<file path="src/rtl/spi_wiper_slave.sv">
module spi_wiper_slave #(
  parameter int NUM_WIPERS = 2,
  parameter int FULL_SCALE = 256,
  localparam int VAL_W = $clog2(FULL_SCALE + 1)
) (
  input  logic                        clk,
  input  logic                        rst_n,
  input  logic                        sck,
  input  logic                        cs_n,
  input  logic                        mosi,
  output logic                        miso_out,
  output logic                        miso_oe,
  output logic [NUM_WIPERS*VAL_W-1:0] wiper_flat
);

  localparam logic [VAL_W-1:0] MID = VAL_W'(FULL_SCALE / 2);
  localparam logic [VAL_W-1:0] TOP = VAL_W'(FULL_SCALE);

  logic             sck_q;
  logic [3:0]       cnt;
  logic [14:0]      sh;
  logic             dead_q, err_now, rd_q, miso_q;
  logic [3:0]       addr_q;
  logic [VAL_W-1:0] wip [NUM_WIPERS];

  wire        rise  = ~cs_n & sck & ~sck_q;
  wire        fall  = ~cs_n & ~sck & sck_q;
  wire [15:0] word  = {sh, mosi};
  wire [1:0]  cmd   = word[1:0];
  wire [3:0]  addr  = word[5:2];
  wire        legal = (cmd == 2'b00 || cmd == 2'b11) && (int'(addr) < NUM_WIPERS);
  wire [9:0]  wdata = word[9:0];
  wire [VAL_W-1:0] wval = (wdata > 10'(FULL_SCALE)) ? TOP : wdata[VAL_W-1:0];
  wire        do_wr = rise && cnt == 4'd15 && !dead_q && !rd_q;

  logic [VAL_W-1:0] sel_val;
  logic [9:0]       sel10;
  logic             nxt_bit;

  always_comb begin
    sel_val = '0;
    for (int i = 0; i < NUM_WIPERS; i++)
      if (int'(addr_q) == i) sel_val = wip[i];
  end

  assign sel10 = 10'(sel_val);

  always_comb begin
    if (cnt < 4'd6)       nxt_bit = 1'b1;
    else if (cnt == 4'd6) nxt_bit = ~err_now;
    else if (dead_q)      nxt_bit = 1'b1;
    else if (cnt == 4'd7) nxt_bit = sel10[8];
    else                  nxt_bit = rd_q ? sel10[4'd15 - cnt] : 1'b1;
  end

  always_ff @(posedge clk) begin
    if (!rst_n) begin
      sck_q   <= 1'b0;
      cnt     <= '0;
      sh      <= '0;
      dead_q  <= 1'b0;
      err_now <= 1'b0;
      rd_q    <= 1'b0;
      addr_q  <= '0;
      miso_q  <= 1'b1;
    end else begin
      sck_q <= sck;
      if (cs_n) begin
        cnt     <= '0;
        dead_q  <= 1'b0;
        err_now <= 1'b0;
        rd_q    <= 1'b0;
        addr_q  <= '0;
        miso_q  <= 1'b1;
      end else begin
        if (rise) begin
          sh  <= word[14:0];
          cnt <= cnt + 4'd1;
          if (cnt == 4'd15) err_now <= 1'b0;
          if (cnt == 4'd5 && !dead_q) begin
            addr_q <= addr;
            rd_q   <= cmd == 2'b11;
            if (!legal) begin
              dead_q  <= 1'b1;
              err_now <= 1'b1;
            end
          end
        end
        if (fall) miso_q <= nxt_bit;
      end
    end
  end

  for (genvar g = 0; g < NUM_WIPERS; g++) begin : g_wiper
    always_ff @(posedge clk) begin
      if (!rst_n)                        wip[g] <= MID;
      else if (do_wr && int'(addr_q) == g) wip[g] <= wval;
    end
    assign wiper_flat[g*VAL_W +: VAL_W] = wip[g];
  end

  assign miso_out = miso_q;
  assign miso_oe  = ~cs_n;

endmodule

</file>
<file path="config.mk">
export PLATFORM = sky130hd
export DESIGN_NAME = spi_wiper_slave
export DESIGN_NICKNAME = d
export VERILOG_FILES = /design/src/rtl/spi_wiper_slave.sv
export SDC_FILE = /design/constraint.sdc
export NUM_CORES = 1
export LEC_CHECK = 0
export BUFFER_PORTS_ARGS = -buffer_cell sky130_fd_sc_hd__buf_2
export CORE_MARGIN = 8
export CORE_UTILIZATION = 56
export CTS_CLUSTER_DIAMETER = 30
export DETAILED_ROUTE_END_ITERATION = 10
export GPL_TIMING_DRIVEN = 0
export PLACE_DENSITY = 0.84
export SLEW_MARGIN = 20
export SYNTH_ARGS = -nofsm -noshare
export SYNTH_HDL_FRONTEND = slang
export SYNTH_SLANG_ARGS = --single-unit
</file>
<file path="constraint.sdc">
create_clock -name clk -period 2.5 [get_ports clk]
set_clock_uncertainty 0.15 [all_clocks]
set_input_delay 0.5 -clock clk [delete_from_list [all_inputs] [get_ports clk]]
set_output_delay 0.5 -clock clk [all_outputs]
set_load 0.02 [all_outputs]
</file>
# Yosys cells after proc, flatten, opt, wreduce, memory -nomap -nowiden
# Memory sizes are Yosys's and may differ from the RTL's.
# Cells that the tools add are included.
totals:
  regBits: 22
  mem_bits_rw: 18
  in_bits: 5
  output_inout_bits: 20
  word_cells: 71
  memories: 1
op_classes:
  add_sub_neg: 2
  order_cmp: 4
  n_eq_ne: 6
  mux: 22
  bitwise: 12
  n_reduce_logical: 16
memory_table:
  columns: ["memory", "words", "width", "read_ports", "rd_ports_with_merged_regs", "wr", "line", "rtl"]
  rows:
  - ["wip", 2, 9, 2, 0, 2, "24", "logic [VAL_W-1:0] wip [NUM_WIPERS];"]
ops:
  columns: ["op", "n"]
  rows:
  - ["$mux W9", 5]
  - ["$mux W1", 16]
  - ["$eq A4 B3 Y1 const B", 3]
  - ["$gt A10 B9 Y1 const B", 1]
  - ["$logic_and A1 B1 Y1", 7]
  - ["$not A1 Y1", 6]
  - ["$lt A4 B5 Y1 const B", 1]
  - ["$add A4 B1 Y4 const B", 1]
  - ["$and A1 B1 Y1", 4]
  - ["$bmux W1 S4", 1]
  - ["$eq A4 B2 Y1 const B", 1]
  - ["$eq A4 B4 Y1 const B", 1]
  - ["$logic_not A4 Y1", 1]
  - ["$lt A4 B2 Y1 const B", 1]
  - ["$lt A4 B3 Y1 const B", 1]
  - ["$reduce_and A2 Y1", 2]
  - ["$sub A4 B4 Y4 const A", 1]
  - ["$reduce_and A3 Y1", 1]
  - ["$eq A2 B2 Y1 const B", 1]
  - ["$logic_not A1 Y1", 2]
  - ["$logic_not A2 Y1", 1]
  - ["$or A1 B1 Y1", 2]
  - ["$reduce_or A2 Y1", 1]
  - ["$logic_or A1 B1 Y1", 1]

# Logic depth before layout (Yosys ltp)
# Gate-level depths: netlist of run 1.
logic_depth:
  depth_word: 11
  depth_mapped: 6
  ltp_nobuf: 5

# Least setup slack after synthesis of run 1
# OpenSTA, ideal clock, no wires.
synth_timing:
  path_type: "input to register"
  startpoint: "in cs_n"
  endpoint: "mem wip[0][0] in the netlist's numbering (enable)"
  setup_ns: 0.387
  arrival_time_ns: 1.805
  t_required_ns: 1.963
  path_slack_ns: 0.158
  cell_stages: 4
  path_buffers: 0
  path_cell_list: "nand4bb_1 > and4bb_2 > inv_1 > o21ai_0"
synth_lines:
  columns: ["item", "line", "rtl"]
  rows:
  - ["from (decl)", "9", "input logic cs_n,"]
  - ["to (decl)", "24", null]

==> run summary, run 1 <==
Status -> complete, no violations
ANT nets after route -> 0
CP Launch Type -> register
R2r endpoint -> wip[0][2]$_SDFFCE_PN0P_
Worst Hold Path Cells -> 2
Final Hold Slack -> 0.2658 ns
DRT iter0 DRCs -> 79
Postcts setup bufs -> 0
WL per Instance -> 15.69 µm
Syn-to-layout area delta -> 12.47%
Max-cap violations -> 0
Post-synthesis sequential area ratio -> 51.17%
Pins over their slew limit -> 0
CTS tree -> yes
Async set or reset register ratio after synthesis -> 0%
Starting Density -> 57.90%
Fin. Hold Viols -> 0
Via count -> 1436
Total CTS buffers -> 5
CTS Buffer Depth -> 2
Die Width -> 74.51 µm
Dpl hpwl -> 3062 µm
CORE AREA -> 0.003311 mm²
# setup viols final -> 0
Leakage power -> 0.0008138 µW
Synth area leader -> edfxtp_1
Largest cells by area after synthesis -> edfxtp_1 (28%), dfxtp_1 (23%), mux2i_1 (4.7%)
EDFF count, synth -> 18
Reg-to-Reg Start -> cnt[0]$_SDFFE_PP0P_
Antenna violations before repair -> 0
Synth Area in Simple Gates -> 23.43%
Gr ovfl total -> 0
Drt via density -> 5.502
Worst Path Required -> 2.35 ns
Clock-pin slew on the worst setup and hold paths -> 0.12 ns
Period utilisation layout -> 94.54%
Largest net degree at the start of global routing -> 14
Synth Instances -> 184
Top-count cell post-synth -> dfxtp_1
Final Cell Area -> 0.002156 mm²
Synth Area in Compound Gates -> 6.919%
GRT Total Usage -> 16.38%
First-pass GRT wire length -> 6686 µm
Post-route DRC -> 0
Post-synthesis adder-cell area fraction -> 2.611%
Die span in y -> 74.51 µm
Prevailing post-synth register cell -> dfxtp_1
Layout cells sized above 1 -> 19.53%
Slew @ Worst Pin -> 0.7952 ns
Setup CP Type -> register to register
Max transition margin -> 46.63%
Power Density -> 532.3 mW/mm²
Synthesized flop and latch total -> 40
Main combinational cell family by area after synthesis -> simple AND/OR/NAND/NOR gates
Vias in the first global route -> 1371
Syn_nets -> 193
RSZ-0062 raised after global routing -> no
Arr. time, crit path -> 2.21 ns
Mux contribution to synthesized area -> 9.595%
Reg2reg setup slack -> 0.14 ns
Hold_buf cts -> 0
Cells on worst reg2reg path -> 5
Mapped Area -> 0.001917 mm²
Final #Nets -> 223
Max IR drop VDD -> 0.3735 mV
Yosys cell types -> 42
Ant diodes -> 0
I/O Pins -> 25
Input/output buffers -> 23
Final RePlAce weighted congestion -> 0.8698
Post-Route WL -> 4094 µm
Hold Path Class -> input port to register
Critical path, cell by cell -> ha_1 -> nand4bb_1 -> and4bb_2 -> inv_1 -> o21ai_1
Fin crit period -> 2.364 ns
Hold wc startpoint -> sck
Setup ws final -> 0.1364 ns
Max H-tree Level -> 2
Pre-CTS setup slack -> 0.005390 ns
Worst setup EP type -> register
Synth top cells by count -> dfxtp_1 (22), nor2_1 (21), edfxtp_1 (18), nor3_1 (17)
FMAX -> 0.4231 GHz
Area post-placement -> 0.002090 mm²
Clk_lat worst skew -> 0.35 ns
Worst Hold Endpoint -> sck_q$_SDFF_PN0_
Clock sink count -> 40
Pre-antenna DRT Iters -> 4
Post-Synth XOR/XNOR Area -> 1.371%
Avg Cell Area, Syn -> 10.42 µm²
Post-synth top area share -> 28.20%
Die Area -> 0.005551 mm²
Site row count -> 21
Ys Warns -> 0
CP max stage cell -> o21ai_1
Clock root buffer -> clkbuf_4
Critical Path Fanout Max -> 9
Post-CTS sizing -> 0
CP max stage delay -> 0.62 ns
-- worst max-delay path: cells and delay by family (launching register included) --
family	cells	cell delay (ns)
DFF	1	0.38
buffers and inverters	1	0.05
AOI/OAI and AO/OA	1	0.62
adders and majority gates	1	0.21
and+or+nand+nor	2	0.59
-- sequential cells by signal (all words and copies together), names as in the netlist, 4 cells and up --
register and cells:
wip 18, cnt 4, addr_q 4, sh 9
-- report_power, final --
group          internal, µW  leakage (µW)  switching [µW]
registers               696      0.000351            7.76
clock network           137     0.0000305             220
logic                  29.1      0.000432            58.4
total                   862      0.000814             286
-- kinds of logic (layout without fill, tap and decap cells) --
logic type	after synthesis	in the layout
buffers and inverters	22	53
XOR/XNOR	3	3
AO/OA/AOI/OAI	20	20
adder cells (fa/ha/maj)	4	4
multiplexers	14	14
flip-flops	40	40
AND/OR/NAND/NOR	81	81
-- per-layer routing --
| layer | part of all wire, % | track usage (%) |
|---|---|---|
| met2 | 49 | 26.33 |
| met3 | 5.5 | 5.121 |
| met5 | 0 | 0 |
| met1 | 44 | 19.82 |
| met4 | 1.3 | 6.522 |
-- cell usage in the layout (no fill, tap or decap), types with 4 or more instances in the layout --
cell,netlist,final
inv_1,12,12
clkbuf_1,5,5
nor3_1,17,17
o21ai_0,5,4
buf_2,3,26
nor2b_1,12,12
a21oi_1,6,6
nand2_1,8,8
ha_1,4,4
nor2_1,21,21
clkbuf_4,0,5
edfxtp_1,18,18
dfxtp_1,22,22
mux2i_1,9,9
-- final cells by class --
| cell class | instances | area, µm² |
|---|---|---|
| inverter | 12 | 45.04 |
| clock inverter | 2 | 15.01 |
| sequential | 40 | 980.9 |
| fill | 275 | 1155 |
| timing repair buffer | 23 | 115.1 |
| clock buffer | 6 | 51.30 |
| buffer | 10 | 48.80 |
| tap | 46 | 57.56 |
| multi-input combinational | 122 | 842.1 |
-- worst max path at each step --
stage                     slack (ns)  cells after the start                       to           startpoint
after floorplan                 0.16                      4  wip[0][0]$_SDFFCE_PN0P_                 cs_n
after global placement         -0.32                      5  wip[0][6]$_SDFFCE_PN0P_                 cs_n
after detailed placement       0.005                      5  wip[0][0]$_SDFFCE_PN0P_                 cs_n
after CTS                        0.1                      5  wip[0][0]$_SDFFCE_PN0P_  cnt[0]$_SDFFE_PP0P_
after global routing           0.008                      5  wip[0][8]$_SDFFCE_PN0P_  cnt[0]$_SDFFE_PP0P_
final                           0.14                      5  wip[0][2]$_SDFFCE_PN0P_  cnt[0]$_SDFFE_PP0P_
-- stage by stage --
step / setup TNS, ns / instances / power [µW] / util, %
after floorplan: 0 / 184 / 775.2 / -
after global placement: -2.908 / 253 / 804.6 / 63.11
after detailed placement: 0 / 253 / 807.0 / 63.11
after CTS: 0 / 261 / 1151 / 65.12
after global routing: 0 / 261 / 1193 / 65.12
final: 0 / 261 / 1147 / 65.12
Power figures use the tool's default switching activity.
==> run 2: changes to the inputs <==
CORE_MARGIN = unset   (was 8)
CORE_UTILIZATION = 45   (was 56)
PLACE_DENSITY = 0.71   (was 0.84)
==> run summary, run 2 (same netlist as run 1, synthesis figures left out) <==
Status -> complete, no violations
Hold_buf cts -> 0 (unchanged)
Final Cell Area -> 0.002183 mm² (+1.3%)
Syn-to-layout area delta -> 13.90%
CORE AREA -> 0.004058 mm² (+23%)
Period utilisation layout -> 84.37% (-10 points)
GRT Total Usage -> 19.10% (+2.7 points)
Final Hold Slack -> 0.3366 ns (+0.07082 ns)
Arr. time, crit path -> 1.90 ns (-0.31 ns)
Final #Nets -> 223 (unchanged)
First-pass GRT wire length -> 6141 µm (-8.2%)
Layout cells sized above 1 -> 19.53% (unchanged)
Dpl hpwl -> 2977 µm (-2.7%)
Clock sink count -> 40 (unchanged)
Pins over their slew limit -> 0 (unchanged)
Max IR drop VDD -> 0.2322 mV (-38%)
Fin. Hold Viols -> 0 (unchanged)
Post-Route Utilization -> 53.81% (-11 points)
Top flop regs -> wip x18, sh x9
Worst Path Required -> 2.29 ns (-0.06 ns)
Critical path, cell by cell -> clkbuf_1 -> nand2_1 -> and4bb_2 -> inv_1 -> o21ai_2
Drt via density -> 5.264 (-4.3%)
CP max stage delay -> 0.41 ns (-0.21 ns)
Die Width -> 67.27 µm (-9.7%)
Setup CP Type -> register to register
Leakage power -> 0.0008256 µW (+1.5%)
Clock root buffer -> clkbuf_8
RSZ-0062 raised after global routing -> no
CTS tree -> yes
Largest net degree at the start of global routing -> 14 (unchanged)
I/O Pins -> 25 (unchanged)
# setup viols final -> 0 (unchanged)
Final RePlAce weighted congestion -> 0.7974 (-8.3%)
Total Power -> 1211 µW (+5.6%)
Pre-antenna DRT Iters -> 4 (unchanged)
Hold Path Class -> register to register
Die Area -> 0.004525 mm² (-18%)
Vias in the first global route -> 1238 (-9.7%)
Number of flip-flops under the largest register name -> 18 (unchanged)
Post-route DRC -> 0 (unchanged)
Slew @ Worst Pin -> 0.5002 ns (-0.2950 ns)
DRT iter0 DRCs -> 114 (+44%)
Critical Path Fanout Max -> 9 (unchanged)
ANT nets after route -> 0 (unchanged)
Worst setup EP type -> register
Fin crit period -> 2.109 ns (-0.2544 ns)
Gr ovfl total -> 0 (unchanged)
Commonest non-fill, non-tap cells in the layout -> buf_2 (26), dfxtp_1 (22), nor2_1 (21), edfxtp_1 (18), nor3_1 (17)
Biggest register -> wip
Starting Density -> 47.24% (-11 points)
CP Launch Type -> register
Antenna violations before repair -> 0 (unchanged)
Via count -> 1395 (-2.9%)
Ant diodes -> 0 (unchanged)
FMAX -> 0.4741 GHz (+12%)
Max-cap violations -> 0 (unchanged)
Setup_tns -> 0 ns (unchanged)
Input/output buffers -> 23 (unchanged)
Clk_lat worst skew -> 0.29 ns (-0.06 ns)
Power Density -> 554.8 mW/mm² (+4.2%)
Most common cell after layout, fill and taps aside -> buf_2
Area post-placement -> 0.002095 mm² (+0.24%)
WL per Instance -> 14.81 µm (-5.6%)
Max transition margin -> 66.65% (+20 points)
Max H-tree Level -> 2 (unchanged)
Total CTS buffers -> 5 (unchanged)
Clock-pin slew on the worst setup and hold paths -> 0.08 ns (-0.04 ns)
CP max stage cell -> o21ai_2
Post-Route WL -> 3925 µm (-4.1%)
Site row count -> 23 (+9.5%)
CTS Buffer Depth -> 2 (unchanged)
Die span in y -> 67.27 µm (-9.7%)
run 2: layout make-up:
| type | count | area, µm² |
|---|---|---|
| timing repair buffer | 23 | 115.1 |
| clock buffer | 6 | 72.57 |
| sequential | 40 | 980.9 |
| clock inverter | 2 | 12.51 |
| multi-input combinational | 122 | 845.8 |
| fill | 368 | 1874 |
| tap | 50 | 62.56 |
| buffer | 10 | 48.80 |
| inverter | 12 | 45.04 |
run 2: power by group:
group / total (µW) / switching (µW) / internal (µW)
Sequential: 704 / 8.20 / 696
Combinational: 86.2 / 56.9 / 29.3
Clock: 421 / 226 / 195
Total: 1210 / 291 / 920
run 2: critical path: cells and delay by family (launching register included):
family | cells | cell delay (ns)
buf+inv | 2 | 0.33
simple gates | 2 | 0.55
compound gates | 1 | 0.41
flops | 1 | 0.31
run 2: path summary, 6_finish.rpt:
kind,startpoint,end,slack [ns],depth (start not counted)
max reg2reg,cnt[2]$_SDFFE_PP0P_,wip[0][6]$_SDFFCE_PN0P_,0.39,5
min,err_now$_SDFFE_PP0P_,err_now$_SDFFE_PP0P_,0.34,2
min reg2reg,err_now$_SDFFE_PP0P_,err_now$_SDFFE_PP0P_,0.34,2
max,cnt[2]$_SDFFE_PP0P_,wip[0][6]$_SDFFCE_PN0P_,0.39,5
run 2: layer usage:
layer / GRT usage, % / wire (µm)
met1: 23.99 / 1778
met2: 31.62 / 1933
met3: 4.561 / 146
met4: 7.181 / 66
met5: 0 / 0
run 2: repair_timing:
action	CTS	global route
endpoints found under the hold margin	0	0
setup buffers	0	0
setup endpoints to repair	0	9
gates resized for setup	0	1
run 2: metrics by stage:
| stage | std cells | setup slack (ns) |
|---|---|---|
| 2_1_floorplan | 184 | 0.1577 |
| 3_3_place_gp | 257 | -0.3838 |
| 3_5_place_dp | 257 | -0.03438 |
| 4_1_cts | 265 | 0.09518 |
| 5_1_grt | 265 | 0.2598 |
| 6_report | 265 | 0.3908 |
==> run 3: changes to the inputs <==
clock period = 2.1 ns   (was 2.5 ns; I/O delays follow)
==> run summary, run 3 (same netlist as run 1, synthesis figures left out) <==
Hold_buf cts -> 0 (unchanged)
Dpl hpwl -> 2851 µm (-4.3%)
Drt via density -> 5.440 (+3.3%)
Fin. Hold Viols -> 0 (unchanged)
Worst Path Required -> 1.97 ns (-0.32 ns)
Post-Route WL -> 3850 µm (-1.9%)
Hold Path Class -> input port to register
Pins over their slew limit -> 0 (unchanged)
Power Density -> 650.9 mW/mm² (+17%)
Slew @ Worst Pin -> 0.4761 ns (-0.02404 ns)
Final #Nets -> 224 (+0.45%)
Fin crit period -> 2.059 ns (-0.04997 ns)
Via count -> 1447 (+3.7%)
Most common cell after layout, fill and taps aside -> buf_2
Clock sink count -> 40 (unchanged)
Max IR drop VDD -> 0.3189 mV (+37%)
Setup CP Type -> register to register
CTS tree -> yes
Ant diodes -> 0 (unchanged)
Total CTS buffers -> 5 (unchanged)
GRT Total Usage -> 19.74% (+0.65 points)
Antenna violations before repair -> 0 (unchanged)
Largest net degree at the start of global routing -> 13 (-1)
Top flop regs -> wip x18, sh x9
Max H-tree Level -> 2 (unchanged)
Vias in the first global route -> 1268 (+2.4%)
Max transition margin -> 68.26% (+1.6 points)
Die span in y -> 67.27 µm (unchanged)
Critical Path Fanout Max -> 9 (unchanged)
Final RePlAce weighted congestion -> 0.8373 (+5.0%)
ANT nets after route -> 0 (unchanged)
Die Width -> 67.27 µm (unchanged)
Worst setup EP type -> register
DRT iter0 DRCs -> 115 (+0.88%)
CTS Buffer Depth -> 2 (unchanged)
# setup viols final -> 0 (unchanged)
Max-cap violations -> 0 (unchanged)
Die Area -> 0.004525 mm² (unchanged)
Layout fillers -> 354 (-3.8%)
Biggest register -> wip
First-pass GRT wire length -> 6147 µm (about the same)
Clock-pin slew on the worst setup and hold paths -> 0.07 ns (about the same)
Post-route DRC -> 0 (unchanged)
Post-Route Utilization -> 55.29% (+1.5 points)
Layout cells sized above 1 -> 20.83% (+1.3 points)
Commonest non-fill, non-tap cells in the layout -> buf_2 (26), dfxtp_1 (22), nor2_1 (21), edfxtp_1 (18), nor3_1 (16)
CORE AREA -> 0.004058 mm² (unchanged)
Clk_lat worst skew -> 0.30 ns (about the same)
Period utilisation layout -> 98.06% (+14 points)
Leakage power -> 0.0008647 µW (+4.7%)
Total Power -> 1460 µW (+21%)
WL per Instance -> 14.47 µm (-2.3%)
Gr ovfl total -> 0 (unchanged)
Status -> complete, no violations
Final Hold Slack -> 0.2437 ns (-0.09291 ns)
Pre-antenna DRT Iters -> 5 (+1)
Syn-to-layout area delta -> 17.04%
FMAX -> 0.4856 GHz (+2.4%)
I/O Pins -> 25 (unchanged)
Input/output buffers -> 23 (unchanged)
Site row count -> 23 (unchanged)
CP Launch Type -> register
Number of flip-flops under the largest register name -> 18 (unchanged)
Clock root buffer -> clkbuf_8
Setup_tns -> 0 ns (unchanged)
Arr. time, crit path -> 1.93 ns (+0.03 ns)
Starting Density -> 47.24% (unchanged)
run 3: cell types whose count changed in the layout (fill, tap and decap cells not counted), sizes merged:
cell / previous run / this run
clkinvlp: 1 / 0
buf: 28 / 30
run 3: area by class of cell:
type	count	area [µm²]	share of cell area [%]
repair buffers	25	142.6	6.358
clock buffers	7	86.33	3.848
well taps	50	62.56	2.789
flip-flops and latches	40	980.9	43.73
clock inverters	1	3.754	0.1673
plain buffers	9	45.04	2.008
inverters	12	45.04	2.008
multi-input cells	122	877.1	39.10
run 3: where the power goes:
group          leakage, µW  internal, µW  switching [µW]
logic             0.000468          39.0            68.9
registers         0.000351           828            8.67
clock network    0.0000459           263             253
run 3: final timing paths:
check / startpoint / end / slack (ns) / depth (start not counted)
setup / recovery: cnt[0]$_SDFFE_PP0P_ / wip[0][7]$_SDFFCE_PN1P_ / 0.04 / 6
hold / removal: sck / sck_q$_SDFF_PN0_ / 0.24 / 2
setup reg to reg: cnt[0]$_SDFFE_PP0P_ / wip[0][7]$_SDFFCE_PN1P_ / 0.04 / 6
hold reg to reg: err_now$_SDFFE_PP0P_ / err_now$_SDFFE_PP0P_ / 0.35 / 2
run 3: stage by stage:
stage | std cells | area, µm² | worst slack (ns)
after floorplan | 184 | 1917 | 0.04671
after global placement | 257 | 2095 | -0.3508
after detailed placement | 257 | 2095 | -0.3692
after CTS | 265 | 2196 | 0.02612
after global routing | 266 | 2243 | -0.03552
final | 266 | 2243 | 0.04073
run 3: metal layers:
metal	share of wire, %	vias to the layer above	GRT usage, %
met2	48	54	30.25
met3	6.5	5	6.419
met4	2.0	0	10.64
li1	-	711	-
met1	43	677	24.52
met5	0	-	0
run 3: what timing repair did:
item,4_1_cts,5_1_grt
endpoints found under the setup margin,9,23
buffers inserted,0,2
resized for setup,2,4
cloned,0,0
pin swaps,0,3
hold endpoints to repair,0,0
run 3: worst max-delay path: stages (launching register included):
cell and delay, ns:
dfxtp_1 0.37, ha_1 0.23, nand4bb_1 0.17, and4bb_2 0.45
inv_1 0.10, o21ai_4 0.17, buf_12 0.14
